--- src/rtl/hzd_pkg.sv ---
package hzd_pkg;
  localparam int unsigned DEF_REG_W  = 5;
  localparam int unsigned DEF_CTRL_W = 8;
  localparam int unsigned DEF_PC_W   = 16;

  // Strobes from the stall control to the pipeline registers
  typedef struct packed {
    logic pcWr;
    logic ifIdWr;
    logic bubble;
  } stall_strobe_t;
endpackage

--- src/rtl/hzd_stall_ctrl.sv ---
module hzd_stall_ctrl
  import hzd_pkg::*;
#(
  parameter int unsigned REG_W   = DEF_REG_W,
  parameter int unsigned NUM_SRC = 2
) (
  input  logic                            clk,
  input  logic                            rstN,
  input  logic                            exMemRead,
  input  logic [REG_W-1:0]                exDst,
  input  logic [NUM_SRC-1:0][REG_W-1:0]   decSrc,
  output stall_strobe_t                   strobe
);
  logic [NUM_SRC-1:0] srcHit;
  logic               stall;

  for (genvar s = 0; s < NUM_SRC; s++) begin : g_cmp
    assign srcHit[s] = (decSrc[s] == exDst);
  end

  assign stall = exMemRead && (|srcHit);

  always_comb begin
    strobe.pcWr   = !stall;
    strobe.ifIdWr = !stall;
    strobe.bubble = stall;
  end

  // the bubble removes the load from execute, so a stall never lasts two cycles
  a_r7_single_stall: assert property (@(posedge clk) disable iff (!rstN)
    stall |=> !stall);

endmodule

--- src/rtl/hzd_pipe_regs.sv ---
module hzd_pipe_regs
  import hzd_pkg::*;
#(
  parameter int unsigned REG_W     = DEF_REG_W,
  parameter int unsigned CTRL_W    = DEF_CTRL_W,
  parameter int unsigned PC_W      = DEF_PC_W,
  parameter int unsigned NUM_SRC   = 2,
  parameter int unsigned MEMRD_BIT = 1
) (
  input  logic                            clk,
  input  logic                            rstN,
  input  stall_strobe_t                   strobe,
  input  logic [CTRL_W-1:0]               fetchCtl,
  input  logic [NUM_SRC-1:0][REG_W-1:0]   fetchSrc,
  input  logic [REG_W-1:0]                fetchDst,
  output logic [PC_W-1:0]                 pcOut,
  output logic [NUM_SRC-1:0][REG_W-1:0]   decSrc,
  output logic                            exMemRead,
  output logic [REG_W-1:0]                exDst,
  output logic [CTRL_W-1:0]               exCtl
);
  localparam logic [PC_W-1:0] PC_STEP = PC_W'(4);

  logic [PC_W-1:0]                pcQ;
  logic [CTRL_W-1:0]              idCtlQ;
  logic [NUM_SRC-1:0][REG_W-1:0]  idSrcQ;
  logic [REG_W-1:0]               idDstQ;
  logic [CTRL_W-1:0]              exCtlQ;
  logic [REG_W-1:0]               exDstQ;

  always_ff @(posedge clk or negedge rstN) begin
    if (!rstN) pcQ <= '0;
    else if (strobe.pcWr) pcQ <= pcQ + PC_STEP;
  end

  always_ff @(posedge clk or negedge rstN) begin
    if (!rstN) begin
      idCtlQ <= '0;
      idSrcQ <= '0;
      idDstQ <= '0;
    end else if (strobe.ifIdWr) begin
      idCtlQ <= fetchCtl;
      idSrcQ <= fetchSrc;
      idDstQ <= fetchDst;
    end
  end

  always_ff @(posedge clk or negedge rstN) begin
    if (!rstN) begin
      exCtlQ <= '0;
      exDstQ <= '0;
    end else begin
      exCtlQ <= strobe.bubble ? '0 : idCtlQ;
      exDstQ <= idDstQ;
    end
  end

  assign pcOut     = pcQ;
  assign decSrc    = idSrcQ;
  assign exMemRead = exCtlQ[MEMRD_BIT];
  assign exDst     = exDstQ;
  assign exCtl     = exCtlQ;

  // PC frozen on a disabled edge, otherwise steps by 4
  a_r4_pc_hold: assert property (@(posedge clk) disable iff (!rstN)
    !strobe.pcWr |=> $stable(pcQ));
  a_r4_pc_step: assert property (@(posedge clk) disable iff (!rstN)
    strobe.pcWr |=> (pcQ == $past(pcQ) + PC_STEP));
  // decode contents held through a stall
  a_r5_ifid_hold: assert property (@(posedge clk) disable iff (!rstN)
    !strobe.ifIdWr |=> ($stable(idCtlQ) && $stable(idSrcQ)));
  // a bubble leaves an all-zero control word in execute
  a_r6_bubble_zero: assert property (@(posedge clk) disable iff (!rstN)
    strobe.bubble |=> (exCtlQ == '0));

endmodule

--- src/rtl/load_use_stall.sv ---
module load_use_stall
  import hzd_pkg::*;
#(
  parameter int unsigned REG_W     = DEF_REG_W,
  parameter int unsigned CTRL_W    = DEF_CTRL_W,
  parameter int unsigned PC_W      = DEF_PC_W,
  parameter int unsigned MEMRD_BIT = 1
) (
  input  logic              clk,
  input  logic              rstN,
  input  logic [CTRL_W-1:0] fetchCtl,
  input  logic [REG_W-1:0]  fetchSrcA,
  input  logic [REG_W-1:0]  fetchSrcB,
  input  logic [REG_W-1:0]  fetchDst,
  output logic [PC_W-1:0]   pcOut,
  output logic              pcWrEn,
  output logic              ifIdWrEn,
  output logic              bubbleSel,
  output logic [CTRL_W-1:0] exCtl
);
  localparam int unsigned NUM_SRC = 2;

  stall_strobe_t                  strobe;
  logic [NUM_SRC-1:0][REG_W-1:0]  fetchSrc;
  logic [NUM_SRC-1:0][REG_W-1:0]  decSrc;
  logic                           exMemRead;
  logic [REG_W-1:0]               exDst;

  assign fetchSrc = {fetchSrcB, fetchSrcA};

  hzd_stall_ctrl #(.REG_W(REG_W), .NUM_SRC(NUM_SRC)) i_ctrl (
    .clk(clk), .rstN(rstN), .exMemRead(exMemRead), .exDst(exDst),
    .decSrc(decSrc), .strobe(strobe)
  );

  hzd_pipe_regs #(.REG_W(REG_W), .CTRL_W(CTRL_W), .PC_W(PC_W),
                  .NUM_SRC(NUM_SRC), .MEMRD_BIT(MEMRD_BIT)) i_regs (
    .clk(clk), .rstN(rstN), .strobe(strobe), .fetchCtl(fetchCtl),
    .fetchSrc(fetchSrc), .fetchDst(fetchDst), .pcOut(pcOut),
    .decSrc(decSrc), .exMemRead(exMemRead), .exDst(exDst), .exCtl(exCtl)
  );

  assign pcWrEn    = strobe.pcWr;
  assign ifIdWrEn  = strobe.ifIdWr;
  assign bubbleSel = strobe.bubble;

endmodule

--- config.mk ---
export PLATFORM = sky130hd
export DESIGN_NAME = load_use_stall
export DESIGN_NICKNAME = d
export VERILOG_FILES = /design/src/rtl/hzd_pkg.sv /design/src/rtl/hzd_stall_ctrl.sv /design/src/rtl/hzd_pipe_regs.sv /design/src/rtl/load_use_stall.sv
export SDC_FILE = /design/constraint.sdc
export NUM_CORES = 1
export LEC_CHECK = 0
export BUFFER_PORTS_ARGS = -buffer_cell sky130_fd_sc_hd__buf_2
export CAP_MARGIN = 25
export CORE_ASPECT_RATIO = 0.6
export CORE_MARGIN = 2
export CORE_UTILIZATION = 40
export DETAILED_ROUTE_END_ITERATION = 6
export GPL_TIMING_DRIVEN = 0
export PLACE_DENSITY = 0.75
export SYNTH_ARGS = -nofsm -noshare
export SYNTH_HDL_FRONTEND = slang
export SYNTH_HIERARCHICAL = 1
export SYNTH_SLANG_ARGS = --single-unit
export TNS_END_PERCENT = 20
--- constraint.sdc ---
create_clock -name clk -period 2.4 [get_ports clk]
set_clock_uncertainty 0.2 [all_clocks]
set_input_delay 0.36 -clock clk [delete_from_list [all_inputs] [get_ports clk]]
set_output_delay 0.36 -clock clk [all_outputs]
set_load 0.005 [all_outputs]
# == Word level (Yosys, flattened, before mapping) ==
# Cells that the tools add are included.
# totals
ff_bits,52
in_bits,25
out_inout_bits,27
word_cells,14
# op_classes
n_addsub,1
n_eq_ne,2
mux,1
reduce_logical,3
# ops
cell,count
"16-bit by 3-bit adder with 16-bit output, second input constant",1
5-bit equality test,2
8-bit two-way mux,1
2-bit OR reduction,1
1-bit logical AND,1
1-bit logical NOT,1

# == Longest topological paths before layout ==
# logic_depth
depth_word,4
depth_mapped,7
ltp_nobuf,6

# == Hierarchy ==
# The synthesis kept the hierarchy.
# by_module_without_submodules
module,n_inst,cells_each,area_per_inst_um2,seq_area_each_um2
hzd_pipe_regs,1,124,1914.3,1251.2
hzd_stall_ctrl,1,18,137.6,0.0

# == Worst setup path after synthesis ==
# OpenSTA, ideal clock, no wires.
# synth_path
path_kind,register to register
startpoint,register i_regs.exDstQ[1] (netlist: i_regs/exDst[1])
endpoint,register i_regs.pcQ[15] (netlist: i_regs/pcOut[15])
setup_time_ps,79
arrival_time_ps,1607
t_required_ps,2121
slack_ps,514
path_stages_with_launch,8
path_buffers,1
period_less_slack_ps,1886
path_cell_list,dfrtp_1 > xnor2_1 > nand4_1 > o22a_1 > buf_4 > nand4_4 > nor4_4 > xor2_1
# synth_between
elab_chain_cells,3
elab_cells_between_ends,4
classes_between,eq/ne (2); reduce/logical (2)
# synth_lines
item,line_no,text
"start, declared",hzd_pipe_regs.sv:29,logic [REG_W-1:0] exDstQ;
"start signal, assigned",hzd_pipe_regs.sv:54,exDstQ <= idDstQ;
5-bit equality test,hzd_stall_ctrl.sv:18,assign srcHit[s] = (decSrc[s] == exDst);
2-bit OR reduction *,hzd_stall_ctrl.sv:21,assign stall = exMemRead && (|srcHit);
1-bit logical AND *,hzd_stall_ctrl.sv:21,
"end signal, assigned",hzd_pipe_regs.sv:33,else if (strobe.pcWr) pcQ <= pcQ + PC_STEP;
"end, declared",hzd_pipe_regs.sv:24,logic [PC_W-1:0] pcQ;
# Mark *: on every way between the ends. The rest lies on a longest branch, timed or not.
# A chain may end at the register's enable or synchronous reset.

# == Worst setup path in the final report ==
# layout_path
startpoint,"register i_regs.idSrcQ, in the netlist i_regs/decSrc[0]"
endpoint,output port pcWrEn
# layout_between
elab_chain_cells,4
# layout_lines
item,line_no,text
"start, declared",hzd_pipe_regs.sv:26,logic [NUM_SRC-1:0][REG_W-1:0] idSrcQ;
"start signal, assigned",hzd_pipe_regs.sv:43,idSrcQ <= fetchSrc;
5-bit equality test,hzd_stall_ctrl.sv:18,
2-bit OR reduction,hzd_stall_ctrl.sv:21,
1-bit logical AND,hzd_stall_ctrl.sv:21,
1-bit logical NOT,hzd_stall_ctrl.sv:24,strobe.pcWr = !stall;
"end, declared",load_use_stall.sv:16,"output logic pcWrEn,"
# Every way passes these cells.

==> reports/results.ini <==
[outcome]
status=finished clean

[power_and_ir_drop]
p_leak_uw=0.001173
power_density_nw_per_um2=795.0
pwr-share-seq_pct=54.7
switching_power_uw=590.2
peakVddDrop_mv=0.6003
internal-power_uw=1405
p_sw_share_pct=29.57
power_frac_comb_pct=20.4
p_clk_share_pct=24.9

[final_layout]
final_cell_area_um2=2510
syn_to_final_growth_pct=22.32
drive_above_1_share_pct=48.51
final_cells=268
nets=227
fill_cells=463
num_antenna_cells=0

[sta]
worst_pin_slew_ps=545.7
tns_ps=0
whs_ps=94.82
min_period_over_period_pct=92.60
hold_viol=0
fin_ws_ps=177.5
maxSlewViolCount=0
rsz0062_at_grt=false
slew_headroom_pct=63.62
min_period_ps=2222
fmax_mhz=450.0
setup_viol=0

[worst_setup_path]
rrSetupSlack_ps=360
path_class=reg -> out
crit_arrival_ps=1660
path_delay_family=flip-flops
cp_max_fo=7
end_kind=output port
critPathBufInv=2
crit_required_ps=1840
slowest_stage=dfrtp_1
critPathLaunchType=flop
path_cells=xnor2_1 -> nand4_1 -> o22a_2 -> buf_4 -> buf_2
critPathMaxStageDelay_ps=390

[detailed_routing]
via_count=1220
avgViaCountPerCell=4.552
dr.pass1.iters=4
route.detailed.drc=0
antenna_left=0
avgRoutedWirePerCell_um=13.43
drtIter0Drc=19
drt_wl_total_um=3600

[logic_synthesis]
ys_ff_latch=50
synth_edf_count=0
synthCells=142
synth-async-reset-ratio_pct=100.0
synth_warnings=6
yosysSeqAreaShare_pct=60.98
synth_ff_type=dfrtp_1
syn-cell-area_um2=2052
synth.distinct_cells=22
avgSynthCellArea_um2=14.45

[global_routing]
grt_max_degree=29
antenna_found_initial=0
grt_usage_pct=14.16
grt_pass1_vias=1227
grt_pass1_wl_um=5996
grt_overflow_total=0

[placement]
port_buffers=49
dp_cells=259
post-place-ws_ps=283.0
dp_hpwl_um=2685
place_area_um2=2404
gp_congestion=0.7023

[job]
maxCapViolations=0

[clocking]
cts_inserted_buffers=5
cts-htree-levels=2
clk_latency_ps=290
cts_tree=done
root_buffer=clkbuf_8
post_cts_buffers=0
clock-sinks=50
clk_pin_slew_worst_paths_ps=90
cts_buffer_depth=2

[floorplan]
fp-row-count=20
start_util_pct=41.00
die_h_um=59.48
die_w_um=96.47
num_io_pins=52
die_area_um2=5738
core_area_um2=5005

[min_path]
hp-class=in -> reg

placed cells by master (no fill, tap or decap), types with 3 or more instances in the layout:
master / Yosys / layout
nand2_1: 6 / 6
nor4_2: 3 / 3
buf_4: 5 / 5
clkbuf_8: 0 / 6
buf_2: 2 / 51
nor3_1: 3 / 3
nand4_1: 4 / 4
nor2b_1: 8 / 8
xor2_1: 8 / 8
xnor2_1: 15 / 15
mux2_2: 24 / 24
dfrtp_1: 50 / 50
kinds of logic (layout without fill, tap and decap cells):
kind of cell / after synthesis / after routing / synth area share (%)
buffers and inverters: 9 / 68 / 2.683
AO/OA/AOI/OAI: 2 / 2 / 0.7320
AND/OR/NAND/NOR: 32 / 32 / 11.83
multiplexers: 24 / 24 / 13.17
flip-flops: 50 / 50 / 60.98
XOR/XNOR: 23 / 23 / 9.817
adder cells (fa/ha/maj): 1 / 1 / 0.6097
other: 1 / 2 / 0.1828
per-layer routing:
metal / GRT usage (%) / vias up / wire (um)
met1: 19.80 / 588 / 1824
met2: 21.53 / 33 / 1534
met3: 4.198 / 5 / 207
met4: 4.225 / 0 / 32
li1: - / 594 / -
met5: 0 / - / 0
cell usage after synthesis (2+ instances only):
cell type / number / share of area, %
buf_2: 2 / 0.49
buf_4: 5 / 1.8
dfrtp_1: 50 / 61
inv_1: 2 / 0.37
mux2_2: 24 / 13
nand2_1: 6 / 1.1
nand3_2: 2 / 0.98
nand4_1: 4 / 1.2
nor2_1: 2 / 0.37
nor2b_1: 8 / 2.4
nor3_1: 3 / 0.73
nor4_2: 3 / 1.8
xnor2_1: 15 / 6.4
xor2_1: 8 / 3.4
layout make-up:
| cell class | count | area (um^2) | area share, % |
|---|---|---|---|
| Sequential cell | 50 | 1251 | 49.85 |
| Inverter | 2 | 7.507 | 0.2991 |
| Clock inverter | 2 | 12.51 | 0.4985 |
| Buffer | 7 | 47.55 | 1.894 |
| Clock buffer | 6 | 82.58 | 3.290 |
| Multi-Input combinational cell | 84 | 750.7 | 29.91 |
| Tap cell | 66 | 82.58 | 3.290 |
| Timing Repair Buffer | 51 | 275.3 | 10.97 |
registers in the layout, indices dropped and copies added, names as in the netlist:
register	count
i_regs/decSrc	10
i_regs/exCtl	8
i_regs/exDst	5
i_regs/idCtlQ	8
i_regs/idDstQ	5
i_regs/pcOut	14
through the flow:
stage                     power (uW)  utilization [%]
after CTS                       2033            50.13
after global routing            2129            50.15
after global placement          1491            47.63
after floorplan                 1340                -
final                           1995            50.15
after detailed placement        1518            48.03
what timing repair did:
item	CTS	global route
gates resized for setup	0	1
endpoints found under the setup margin	0	1
hold buffers	1	0
endpoints found under the hold margin	22	0
power by group through the flow:
| stage | Clock [uW] | Combinational, uW | Sequential, uW |
|---|---|---|---|
| after floorplan | 0 | 245 | 1100 |
| after global placement | 0 | 389 | 1100 |
| after detailed placement | 0 | 412 | 1110 |
| after CTS | 526 | 414 | 1090 |
| after global routing | 564 | 455 | 1110 |
| final | 497 | 407 | 1090 |
worst paths after layout:
kind	start	end	cells past startpoint
max	i_regs/decSrc[0]	pcWrEn	5
min	fetchCtl[3]	i_regs/idCtlQ[3]	2
max reg2reg	i_regs/exDst[3]	i_regs/pcOut[15]	7
min reg2reg	i_regs/idDstQ[0]	i_regs/exDst[0]	0
max in group asynchronous	rstN	i_regs/idCtlQ[0]	3
min in group asynchronous	rstN	i_regs/exDst[3]	2
No activity file was read; power rests on OpenSTA's default activity.
